[src/rtl/pwmr_pkg.sv]
package pwmr_pkg;
  localparam int DATA_W = 8;
  localparam int ADDR_W = 1;
  localparam int CNT_W  = 8;
  localparam int PS_W   = 2;
  localparam logic [ADDR_W-1:0] ADDR_CTRL = 1'b0;
  localparam logic [ADDR_W-1:0] ADDR_DUTY = 1'b1;

  typedef struct packed {
    logic            en;
    logic [PS_W-1:0] ps;
  } ctrl_t;
endpackage

[src/rtl/pwmr_rst_sync.sv]
module pwmr_rst_sync (
  input  logic clk,
  input  logic rst_n,
  output logic rst_sync_n
);
  logic [1:0] sync_q;

  always_ff @(posedge clk or negedge rst_n) begin
    if (!rst_n) sync_q <= 2'b00;
    else        sync_q <= {sync_q[0], 1'b1};
  end

  assign rst_sync_n = sync_q[1];
endmodule

[src/rtl/pwmr_regs.sv]
module pwmr_regs
  import pwmr_pkg::*;
#(
  parameter int DW  = DATA_W,
  parameter int PW  = PS_W,
  parameter int DTW = DATA_W - 1
) (
  input  logic              clk,
  input  logic              rst_n,
  input  logic              we,
  input  logic [ADDR_W-1:0] addr,
  input  logic [DW-1:0]     wdata,
  output logic [DW-1:0]     rdata,
  output logic              en,
  output logic [PW-1:0]     ps,
  output logic [DTW-1:0]    duty
);
  logic           en_q, en_d;
  logic [PW-1:0]  ps_q, ps_d;
  logic [DTW-1:0] duty_q, duty_d;

  // next-state
  always_comb begin
    en_d   = en_q;
    ps_d   = ps_q;
    duty_d = duty_q;
    if (we && addr == ADDR_CTRL) begin
      en_d = wdata[DW-1];
      ps_d = wdata[PW-1:0];
    end
    if (we && addr == ADDR_DUTY) begin
      duty_d = wdata[DTW-1:0];
    end
  end

  always_ff @(posedge clk or negedge rst_n) begin
    if (!rst_n) begin
      en_q   <= 1'b0;
      ps_q   <= '0;
      duty_q <= '0;
    end else begin
      en_q   <= en_d;
      ps_q   <= ps_d;
      duty_q <= duty_d;
    end
  end

  // read mux: unused bits return zero
  always_comb begin
    rdata = '0;
    if (addr == ADDR_CTRL) begin
      rdata[DW-1]   = en_q;
      rdata[PW-1:0] = ps_q;
    end else begin
      rdata[DTW-1:0] = duty_q;
    end
  end

  assign en   = en_q;
  assign ps   = ps_q;
  assign duty = duty_q;
endmodule

[src/rtl/pwmr_counter.sv]
module pwmr_counter
  import pwmr_pkg::*;
#(
  parameter int CW = CNT_W,
  parameter int PW = PS_W
) (
  input  logic          clk,
  input  logic          rst_n,
  input  logic          tick,
  input  logic          en,
  input  logic [PW-1:0] ps,
  output logic [CW-1:0] cnt,
  output logic [CW-1:0] live,
  output logic [CW-1:0] period
);
  localparam int IW = $clog2(CW);

  logic [CW-1:0] cnt_q, cnt_d, inc, mask;
  logic [IW-1:0] clr_idx;

  assign clr_idx = IW'(CW - 1) - IW'(ps);
  assign inc     = cnt_q + CW'(1);

  // bits below the clearing bit form the live count
  for (genvar i = 0; i < CW; i++) begin : g_mask
    assign mask[i] = (IW'(i) < clr_idx);
  end

  always_comb begin
    cnt_d = cnt_q;
    if (!en) begin
      cnt_d = '0;
    end else if (tick) begin
      cnt_d = inc[clr_idx] ? '0 : inc;
    end
  end

  always_ff @(posedge clk or negedge rst_n) begin
    if (!rst_n) cnt_q <= '0;
    else        cnt_q <= cnt_d;
  end

  assign cnt    = cnt_q;
  assign live   = cnt_q & mask;
  assign period = mask + CW'(1);
endmodule

[src/rtl/pwmr_compare.sv]
module pwmr_compare
  import pwmr_pkg::*;
#(
  parameter int CW  = CNT_W,
  parameter int DTW = CNT_W - 1
) (
  input  logic           clk,
  input  logic           rst_n,
  input  logic           en,
  input  logic [CW-1:0]  live,
  input  logic [DTW-1:0] duty,
  output logic           pwm
);
  logic pwm_q, pwm_d;

  always_comb begin
    pwm_d = en && (live < CW'(duty));
  end

  always_ff @(posedge clk or negedge rst_n) begin
    if (!rst_n) pwm_q <= 1'b0;
    else        pwm_q <= pwm_d;
  end

  assign pwm = pwm_q;
endmodule

[src/rtl/pwm_resetbit.sv]
module pwm_resetbit
  import pwmr_pkg::*;
#(
  parameter int CW = CNT_W,
  parameter int PW = PS_W,
  parameter int DW = DATA_W
) (
  input  logic              clk,
  input  logic              rst_n,
  input  logic              tick_en,
  input  logic              bus_we,
  input  logic [ADDR_W-1:0] bus_addr,
  input  logic [DW-1:0]     bus_wdata,
  output logic [DW-1:0]     bus_rdata,
  output logic              pwm_out
);
  localparam int DTW = CW - 1;

  logic           rst_sync_n;
  ctrl_t          ctrl;
  logic [DTW-1:0] duty;
  logic [CW-1:0]  cnt, live, period;

  pwmr_rst_sync u_rst (
    .clk        (clk),
    .rst_n      (rst_n),
    .rst_sync_n (rst_sync_n)
  );

  pwmr_regs #(.DW(DW), .PW(PW), .DTW(DTW)) u_regs (
    .clk   (clk),
    .rst_n (rst_sync_n),
    .we    (bus_we),
    .addr  (bus_addr),
    .wdata (bus_wdata),
    .rdata (bus_rdata),
    .en    (ctrl.en),
    .ps    (ctrl.ps),
    .duty  (duty)
  );

  pwmr_counter #(.CW(CW), .PW(PW)) u_cnt (
    .clk    (clk),
    .rst_n  (rst_sync_n),
    .tick   (tick_en),
    .en     (ctrl.en),
    .ps     (ctrl.ps),
    .cnt    (cnt),
    .live   (live),
    .period (period)
  );

  pwmr_compare #(.CW(CW), .DTW(DTW)) u_cmp (
    .clk   (clk),
    .rst_n (rst_sync_n),
    .en    (ctrl.en),
    .live  (live),
    .duty  (duty),
    .pwm   (pwm_out)
  );
endmodule

[config.mk]
export PLATFORM = sky130hd
export DESIGN_NAME = pwm_resetbit
export DESIGN_NICKNAME = d
export VERILOG_FILES = /design/src/rtl/pwmr_pkg.sv /design/src/rtl/pwmr_rst_sync.sv /design/src/rtl/pwmr_regs.sv /design/src/rtl/pwmr_counter.sv /design/src/rtl/pwmr_compare.sv /design/src/rtl/pwm_resetbit.sv
export SDC_FILE = /design/constraint.sdc
export NUM_CORES = 1
export LEC_CHECK = 0
export CORE_MARGIN = 5
export CORE_UTILIZATION = 30
export DETAILED_ROUTE_END_ITERATION = 12
export GPL_TIMING_DRIVEN = 0
export PLACE_DENSITY_LB_ADDON = 0.3
export SETUP_SLACK_MARGIN = 0.1
export SYNTH_ARGS = -nofsm -noshare
export SYNTH_HDL_FRONTEND = slang
export SYNTH_SLANG_ARGS = --single-unit
[constraint.sdc]
create_clock -name clk -period 1.1 [get_ports clk]
set_input_delay 0.275 -clock clk [delete_from_list [all_inputs] [get_ports clk]]
set_output_delay 0.275 -clock clk [all_outputs]
set_load 0.05 [all_outputs]
# Word level (Yosys, flattened, before mapping)

Index checks and enable logic that the tools add are counted.

Register bits: 21
Input port bits: 13

Multiplexer cells: 8
Equality and inequality tests: 1
Order comparisons: 10
Reductions and logical operators: 3
$add $sub $neg: 2
Bitwise operators: 2

Operator list:

| kind                | count |
|---|---|
| $mux 8              | 3 |
| $lt 3x3->1 const A  | 4 |
| $add 8x1->8 const B | 1 |
| $and 8x8->8         | 1 |
| $lt 8x7->1          | 1 |
| $lt 1x3->1 const A  | 2 |
| $lt 2x3->1 const A  | 2 |
| $mux 5              | 1 |
| $lt 3x4->1 const B  | 1 |
| $bmux 1 s3          | 1 |
| $logic_and 1x1->1   | 3 |
| $sub 3x2->3 const A | 1 |
| $mux 1              | 2 |
| $mux 2              | 1 |
| $ne 2x2->1 const B  | 1 |
| $not 1->1           | 1 |

# Logic depth before layout (Yosys ltp)

Gate-level depths: netlist of run 1.

Word-level depth: 6
Gate-level depth with buffers: 7
Gate-level depth less buffers: 7

# Hierarchy

From an unflattened synthesis of run 1, not the netlist that was laid out.

Cells, all modules: 130
Area total of the unflattened synthesis: 1343.8 sq um

By module, submodules not included:

| module        | times used | cells each | area an instance (sq um) |
|---|---|---|---|
| pwmr_counter  | 1          | 74         | 653.1 |
| pwmr_regs     | 1          | 31         | 450.4 |
| pwmr_compare  | 1          | 22         | 186.4 |
| pwmr_rst_sync | 1          | 3          | 53.8 |

# Least setup slack after synthesis of run 1

No wires, ideal clock.

Kind: reg-to-reg
Start: reg u_cnt.cnt_q[0], in the netlist u_cnt.cnt[0]
End: reg u_cnt.cnt_q[2], in the netlist u_cnt.cnt[2]
Path buffers: 0
Slack: -0.840 ns
Setup time: 0.101 ns
Required time: 0.999 ns
Arrival: 1.839 ns
Stages on the path, launching flop included: 8
Cells stage by stage: dfrtp_1 ha_1 nand3_1 nor2_1 and3_2 nor4_4 nand3_4 o311ai_2

Cells in the longest elaborated chain, start to end: 6

RTL lines:

| item                         | RTL line           | RTL |
|---|---|---|
| start, declared              | pwmr_counter.sv:18 | `logic [CW-1:0] cnt_q, cnt_d, inc, mask;` |
| start signal, assigned       | pwmr_counter.sv:40 | `else cnt_q <= cnt_d;` |
| $add 8x1->8 *                | pwmr_counter.sv:22 | `assign inc = cnt_q + CW'(1);` |
| $bmux 1 s3                   | pwmr_counter.sv:34 | `cnt_d = inc[clr_idx] ? '0 : inc;` |
| $mux 1 (not written as such) | pwmr_counter.sv:34 |  |
| $mux 8 *                     | pwmr_counter.sv:34 |  |
| $mux 8 *                     | pwmr_counter.sv:33 | `end else if (tick) begin` |
| $mux 8 *                     | pwmr_counter.sv:31 | `if (!en) begin` |

Every way passes the cells marked *; elsewhere a longest branch is shown, timed or not. The select of a mux whose other input is x is not followed.
A chain may end at the register's enable or synchronous reset.

# Final worst setup path of run 1

Start: reg u_cnt.cnt_q[0], in the netlist u_cnt.cnt[0]
End: reg u_cnt.cnt_q[6], in the netlist u_cnt.cnt[6]

The elaborated chain is that of the path after synthesis.

==> results_dict.tcl, run 1 <==
set metrics [dict create \
    status "complete, but fails checks" \
    violations "setup timing" \
    total_power_mw 2.401 \
    yosysTopAreaCellShare 0.4106 \
    h-tree-depth 1 \
    period_needed_ps 1986 \
    vias_per_cell 5.149 \
    vdd_drop_max_uv 754.8 \
    crit_family "simple AND/OR/NAND/NOR gates" \
    drc_errors 0 \
    grt-ovfl-total 0 \
    maxCapViolCount 0 \
    synth_seq_cells 21 \
    critPathLaunchType "flop" \
    grt_pass1_vias 1306 \
    wl_um 3615 \
    portBuffers 20 \
    p_leak_nw 0.9122 \
    power_density_nw_per_um2 1114 \
    rsz0062_at_grt "true" \
    syn2layout_area_growth_pct 68.43 \
    synth-async-reset-ratio 1.000 \
    postRouteAntennaNets 0 \
    maxSlewViolCount 0 \
    setup_viol 17 \
    grt_pass1_wl_um 6003 \
    pre_cts_slack_ps -964.8 \
    dp_hpwl_um 2116 \
    ios 22 \
    die_h_um 75.32 \
    dieArea_um2 5673 \
    crit_path_end_kind "flop" \
    fin_tns_setup_ps -8615 \
    crit_type "reg2reg" \
    drtIter0Drc 53 \
    wl_per_cell_um 15.38 \
    regArea_um2 536.8 \
    via_count 1210 \
    syn_inst 124 \
    path_max_fanout 5 \
    crit_chain "nand3_4 -> or3_4 -> a211oi_4 -> nor4_4 -> buf_4 -> buf_6 -> a22oi_2 -> o41ai_2" \
    n_fill_cell 340 \
    syn_area_um2 1280 \
    cpPeakStageDelay_ps 440 \
    yosys_warnings 0 \
    drt_first_pass_iters 5 \
    clk_latency_ps 260 \
    crit_buf_inv 2 \
    rows 23 \
    multi_input_area_um2 897.1 \
    drive_gt1_frac 0.5838 \
    fin_hold_ws_ps 163.7 \
    synth_edf_count 0 \
    start_util 0.3154 \
    worstPathArrival_ps 2130 \
    fin_nets 206 \
    max_freq_mhz 503.4 \
    core-area_um2 4058 \
    hold_viol_final 0 \
    clock_path_buffers 2 \
    n_antenna_cell 0 \
    dominantRegCellSynth "dfrtp_1" \
    yosys.area.top_type "dfrtp_1" \
    hold_class "in2async" \
    cts_tree "done" \
    worst_clock_skew_ps 2.338 \
    antenna_found_initial 0 \
    ys_seq_area_frac 0.4106 \
    postLayoutCoreUtil 0.5313 \
    synth_cell_types 41 \
    syn_avg_cell_area_um2 10.32 \
    gp_congestion 0.7479 \
    cts_sinks 21 \
    ctsHoldBuffers 0 \
    synthTopCellsByArea "dfrtp_1 (41%), mux2_2 (11%), ha_1 (6.8%)" \
    clockRootBuffer "clkbuf_8" \
    synth.net_count 144 \
    timing.final.ws_setup_ps -886.3 \
    path_clk_slew_ps 80 \
    slowest_stage "dfrtp_2" \
    period_share 1.806 \
    critPathRequiredTime_ps 1240 \
    die_width_um 75.32 \
    grt_max_degree 20 \
    numCtsBuffers 3 \
    grt_use_total 0.1421 \
]
per-layer routing:
| metal | vias up | GRT usage | wire length [µm] |
|---|---|---|---|
| met1 | 596 | 0.1556 | 1399 |
| met4 | 0 | 0.09709 | 155 |
| met3 | 18 | 0.02639 | 129 |
| met5 | - | 0 | 0 |
| met2 | 37 | 0.2474 | 1930 |
| li1 | 559 | - | - |
timing repair:
item | in CTS | in global routing
setup buffers | 29 | 11
resized for setup | 99 | 11
endpoints found under the setup margin | 28 | 38
pin swaps | 22 | 8
kinds of logic after synthesis:
kind of cell | synth area share
and+or+nand+nor | 0.2287
AOI/OAI and AO/OA | 0.1398
DFF | 0.4106
buffers and inverters | 0.04399
muxes | 0.1056
adders and majority gates | 0.06842
other | 0.002930
registers in the layout (all words and copies together) (netlist names):
| signal | flops |
|---|---|
| u_regs.en | 1 |
| u_cmp.pwm | 1 |
| u_rst.sync_q | 2 |
| u_regs.ps | 2 |
| u_cnt.cnt | 8 |
| u_regs.duty | 7 |
power by group:
| part | switching, mW | internal, mW | leakage (nW) |
|---|---|---|---|
| registers | 0.0804 | 0.850 | 0.250 |
| clock network | 0.262 | 0.259 | 0.0228 |
| logic | 0.447 | 0.502 | 0.639 |
area by class of cell:
class                   count  share of cell area
repair buffers             57              0.2455
plain buffers               3             0.02380
well taps                  50             0.02902
flip-flops and latches     21              0.2490
clock buffers               4             0.02089
inverters                   9             0.01567
multi-input cells          91              0.4161
worst reg2reg max path, cell delays in order, from the launching register on:
cell	delay [ps]
dfrtp_2	440
nand3_4	110
or3_4	400
a211oi_4	290
nor4_4	70
buf_4	170
buf_6	130
a22oi_2	150
o41ai_2	100
path summary, 6_finish.rpt:
kind                                   end             from  depth (start not counted)  slack [ps]
min reg2reg                 u_regs.duty[2]  u_rst.sync_q[1]                          0         210
max reg2reg                   u_cnt.cnt[6]     u_cnt.cnt[0]                          8        -890
min                        u_rst.sync_q[0]            rst_n                          1         160
max                           u_cnt.cnt[6]     u_cnt.cnt[0]                          8        -890
max in group asynchronous     u_cnt.cnt[3]  u_rst.sync_q[1]                          0         560
min in group clk           u_rst.sync_q[1]  u_rst.sync_q[0]                          0         350
Yosys cell counts, types with 2 or more instances:
cell type,number
a21oi_1,3
nand4_1,2
nand3_1,2
nand3b_1,2
nand2_1,9
nor2b_1,4
nor2_1,8
o21ai_0,5
ha_1,7
inv_1,9
a31oi_1,3
and2_1,5
nand2b_1,5
o22ai_1,2
dfrtp_1,21
mux2_2,12
stage by stage:
| step | cell area, µm² | cells |
|---|---|---|
| detailed placement | 1638 | 194 |
| global placement | 1638 | 194 |
| global route | 2156 | 235 |
| finish | 2156 | 235 |
| floorplan | 1375 | 124 |
| CTS | 2039 | 226 |
placed cells by master (no fill, tap or decap), drive strengths merged, types with 3 or more instances in the layout:
cell type and count:
nand3 4, ha 7, nor2b 4, nand2b 5, nor2 8, clkbuf 5
and2 5, dfrtp 21, clkdlybuf4s50 10, a31oi 3, nand2 9, mux2 12
buf 48, a21oi 4, o21ai 7, inv 9
No activity file was read; power rests on OpenSTA's default activity.
==> inputs of run 2 (changes only) <==
--- a/config.mk
+++ b/config.mk
@@ -10,6 +10,7 @@
 export DETAILED_ROUTE_END_ITERATION = 12
 export GPL_TIMING_DRIVEN = 0
 export PLACE_DENSITY_LB_ADDON = 0.3
+export REMOVE_ABC_BUFFERS = 1
 export SETUP_SLACK_MARGIN = 0.1
 export SYNTH_ARGS = -nofsm -noshare
 export SYNTH_HDL_FRONTEND = slang
==> run 2 against run 1 <==
  * Via count shrank 4.6%
  * Critical path depth rose by 1
  * Clock skew decreased by 0.80 ps
  * Non-clock buffer count fell by 6
  * Setup slack lost 28 ps
  * Register-to-register slack got worse by 30 ps
  * Sequential share of layout area is 1.3 points higher
  * Critical endpoint unchanged
  * The flow still finishes with violations (setup timing)
  * Sequential power is 2% higher
  * Design area decreased by 5.0%
  * Global-route usage is 1.7 points lower
  * Clock power up 4.0%
  * Highest routed layer unchanged
==> results_dict.tcl, run 2 (same netlist as run 1, synthesis figures left out) <==
set metrics [dict create \
    status "complete, but fails checks" \
    violations "setup timing" \
    largest_reg_flops 8 \
    ctsHoldBuffers 0 \
    rows 23 \
    hold_class "in2async" \
    grt_use_total 0.1248 \
    grt_max_degree 20 \
    drc_errors 0 \
    drt_first_pass_iters 4 \
    ios 22 \
    max_freq_mhz 496.4 \
    p_leak_nw 0.8782 \
    intPower_mw 1.522 \
    dieArea_um2 5673 \
    rsz0062_at_grt "true" \
    postRouteAntennaNets 0 \
    path_clk_slew_ps 80 \
    clkPwrFrac 0.234 \
    cpMostUsedCell "buf_6" \
    clockRootBuffer "clkbuf_8" \
    antenna_found_initial 0 \
    start_util 0.3154 \
    die_h_um 75.32 \
    maxCapViolCount 0 \
    die_width_um 75.32 \
    cts_tree "done" \
    via_count 1154 \
    grt_pass1_wl_um 5444 \
    wl_um 3395 \
    syn2layout_area_growth_pct 59.92 \
    portBuffers 21 \
    h-tree-depth 1 \
    grt-ovfl-total 0 \
    sw_frac_of_total 0.3437 \
    drtIter0Drc 60 \
    crit_family "compound AO/OA/AOI/OAI gates" \
    crit_path_end_kind "flop" \
    clock_path_buffers 2 \
    gp_congestion 0.6954 \
    core-area_um2 4058 \
    vias_per_cell 5.039 \
    numCtsBuffers 3 \
    grt_pass1_vias 1207 \
    timing.final.ws_setup_ps -914.7 \
    seq_power_share 0.408 \
    crit_buf_inv 3 \
    hold_viol_final 0 \
    period_needed_ps 2015 \
    critPathLaunchType "flop" \
    period_share 1.832 \
    total_power_mw 2.319 \
    final_common_cell "buf_4" \
    slowest_stage "a311oi_2" \
    power_density_nw_per_um2 1133 \
    cts_sinks 21 \
    worst_clock_skew_ps 1.539 \
    worstPathArrival_ps 2160 \
    crit_type "reg2reg" \
    final_cell_mix "buf_4 (26), buf_6 (14), dfrtp_1 (13)" \
    combPwrFrac 0.358 \
    cpPeakStageDelay_ps 440 \
    path_max_fanout 5 \
    p_sw_mw 0.7972 \
    n_antenna_cell 0 \
    fin_nets 200 \
    postLayoutCoreUtil 0.5045 \
    crit_chain "ha_4 -> nand3_4 -> buf_4 -> a311oi_2 -> nor4_4 -> buf_6 -> buf_6 -> a22oi_2 -> o41ai_4" \
    fin_hold_ws_ps 157.7 \
    setup_viol 17 \
    clk_latency_ps 270 \
    maxSlewViolCount 0 \
    vdd_drop_max_uv 846.3 \
    critPathRequiredTime_ps 1250 \
    dp_hpwl_um 2010 \
    drive_gt1_frac 0.5587 \
    wl_per_cell_um 14.83 \
]
-- run 2: changes by cell type in the layout (fill, tap and decap cells not counted), moves of 2 or more --
cell	change
buf_8	-7
buf_6	+5
mux2_4	-3
buf_2	+3
mux2_2	+3
buf_4	-6
nand2_2	-2
-- run 2: worst paths after layout --
kind / start / end / slack [ps] / depth (start not counted)
min: rst_n / u_rst.sync_q[0] / 160 / 1
min reg2reg: u_rst.sync_q[1] / u_regs.duty[1] / 220 / 0
max reg2reg: u_cnt.cnt[0] / u_cnt.cnt[6] / -910 / 9
max in group asynchronous: u_rst.sync_q[1] / u_cnt.cnt[6] / 540 / 0
min in group clk: u_rst.sync_q[0] / u_rst.sync_q[1] / 360 / 0
max: u_cnt.cnt[0] / u_cnt.cnt[6] / -910 / 9
-- run 2: timing repair --
item                       in CTS  in global routing
buffers inserted               21                 12
hold endpoints to repair        0                  0
setup endpoints to repair      28                 25
resized for setup             103                 17
pin swaps                      18                 10
-- run 2: layout make-up --
class | instances | area [µm²]
fillers | 356 | 2011
multi-input cells | 91 | 889.6
flip-flops and latches | 21 | 535.5
repair buffers | 54 | 476.7
well taps | 50 | 62.56
clock buffers | 3 | 41.29
inverters | 9 | 33.78
clock inverters | 1 | 7.507
-- run 2: worst reg2reg max path: cells and delay by family (launching register included) --
kind	cells	cell delay, ps
AO/OA/AOI/OAI	3	730
AND/OR/NAND/NOR	2	150
buffers and inverters	3	420
flip-flops	1	430
adder cells (fa/ha/maj)	1	170
-- run 2: power by group through the flow --
stage	registers (mW)	logic, mW	clock network [mW]
finish	0.946	0.831	0.542
global route	0.958	0.890	0.581
CTS	0.947	0.742	0.553
detailed placement	0.977	0.535	0
global placement	0.971	0.530	0
floorplan	0.958	0.350	0
-- run 2: routing by layer --
metal / wire length [µm] / up-vias / track usage
li1: - / 551 / -
met1: 1356 / 542 / 0.1465
met2: 1683 / 46 / 0.2119
met3: 202 / 15 / 0.03298
met4: 153 / 0 / 0.05825
met5: 0 / - / 0
-- run 2: per-stage QoR --
step                      setup WS [ps]  cell area [µm²]  cells  setup TNS (ps)
after CTS                        -780.9             1903    217           -7845
after detailed placement          -1189             1530    192          -24130
after global placement            -1184             1530    192          -23110
after global routing             -945.7             2047    229           -9305
final                            -914.7             2047    229           -8591
after floorplan                  -842.6             1257    121           -6811
==> inputs of run 3 (changes only) <==
--- a/config.mk
+++ b/config.mk
@@ -9,6 +9,7 @@
 export CORE_UTILIZATION = 30
 export DETAILED_ROUTE_END_ITERATION = 12
 export GPL_TIMING_DRIVEN = 0
+export HOLD_SLACK_MARGIN = 0.15
 export PLACE_DENSITY_LB_ADDON = 0.3
 export REMOVE_ABC_BUFFERS = 1
 export SETUP_SLACK_MARGIN = 0.1
==> results of run 3 <==
Final layout, timing and power as in run 2 (identical DEF).
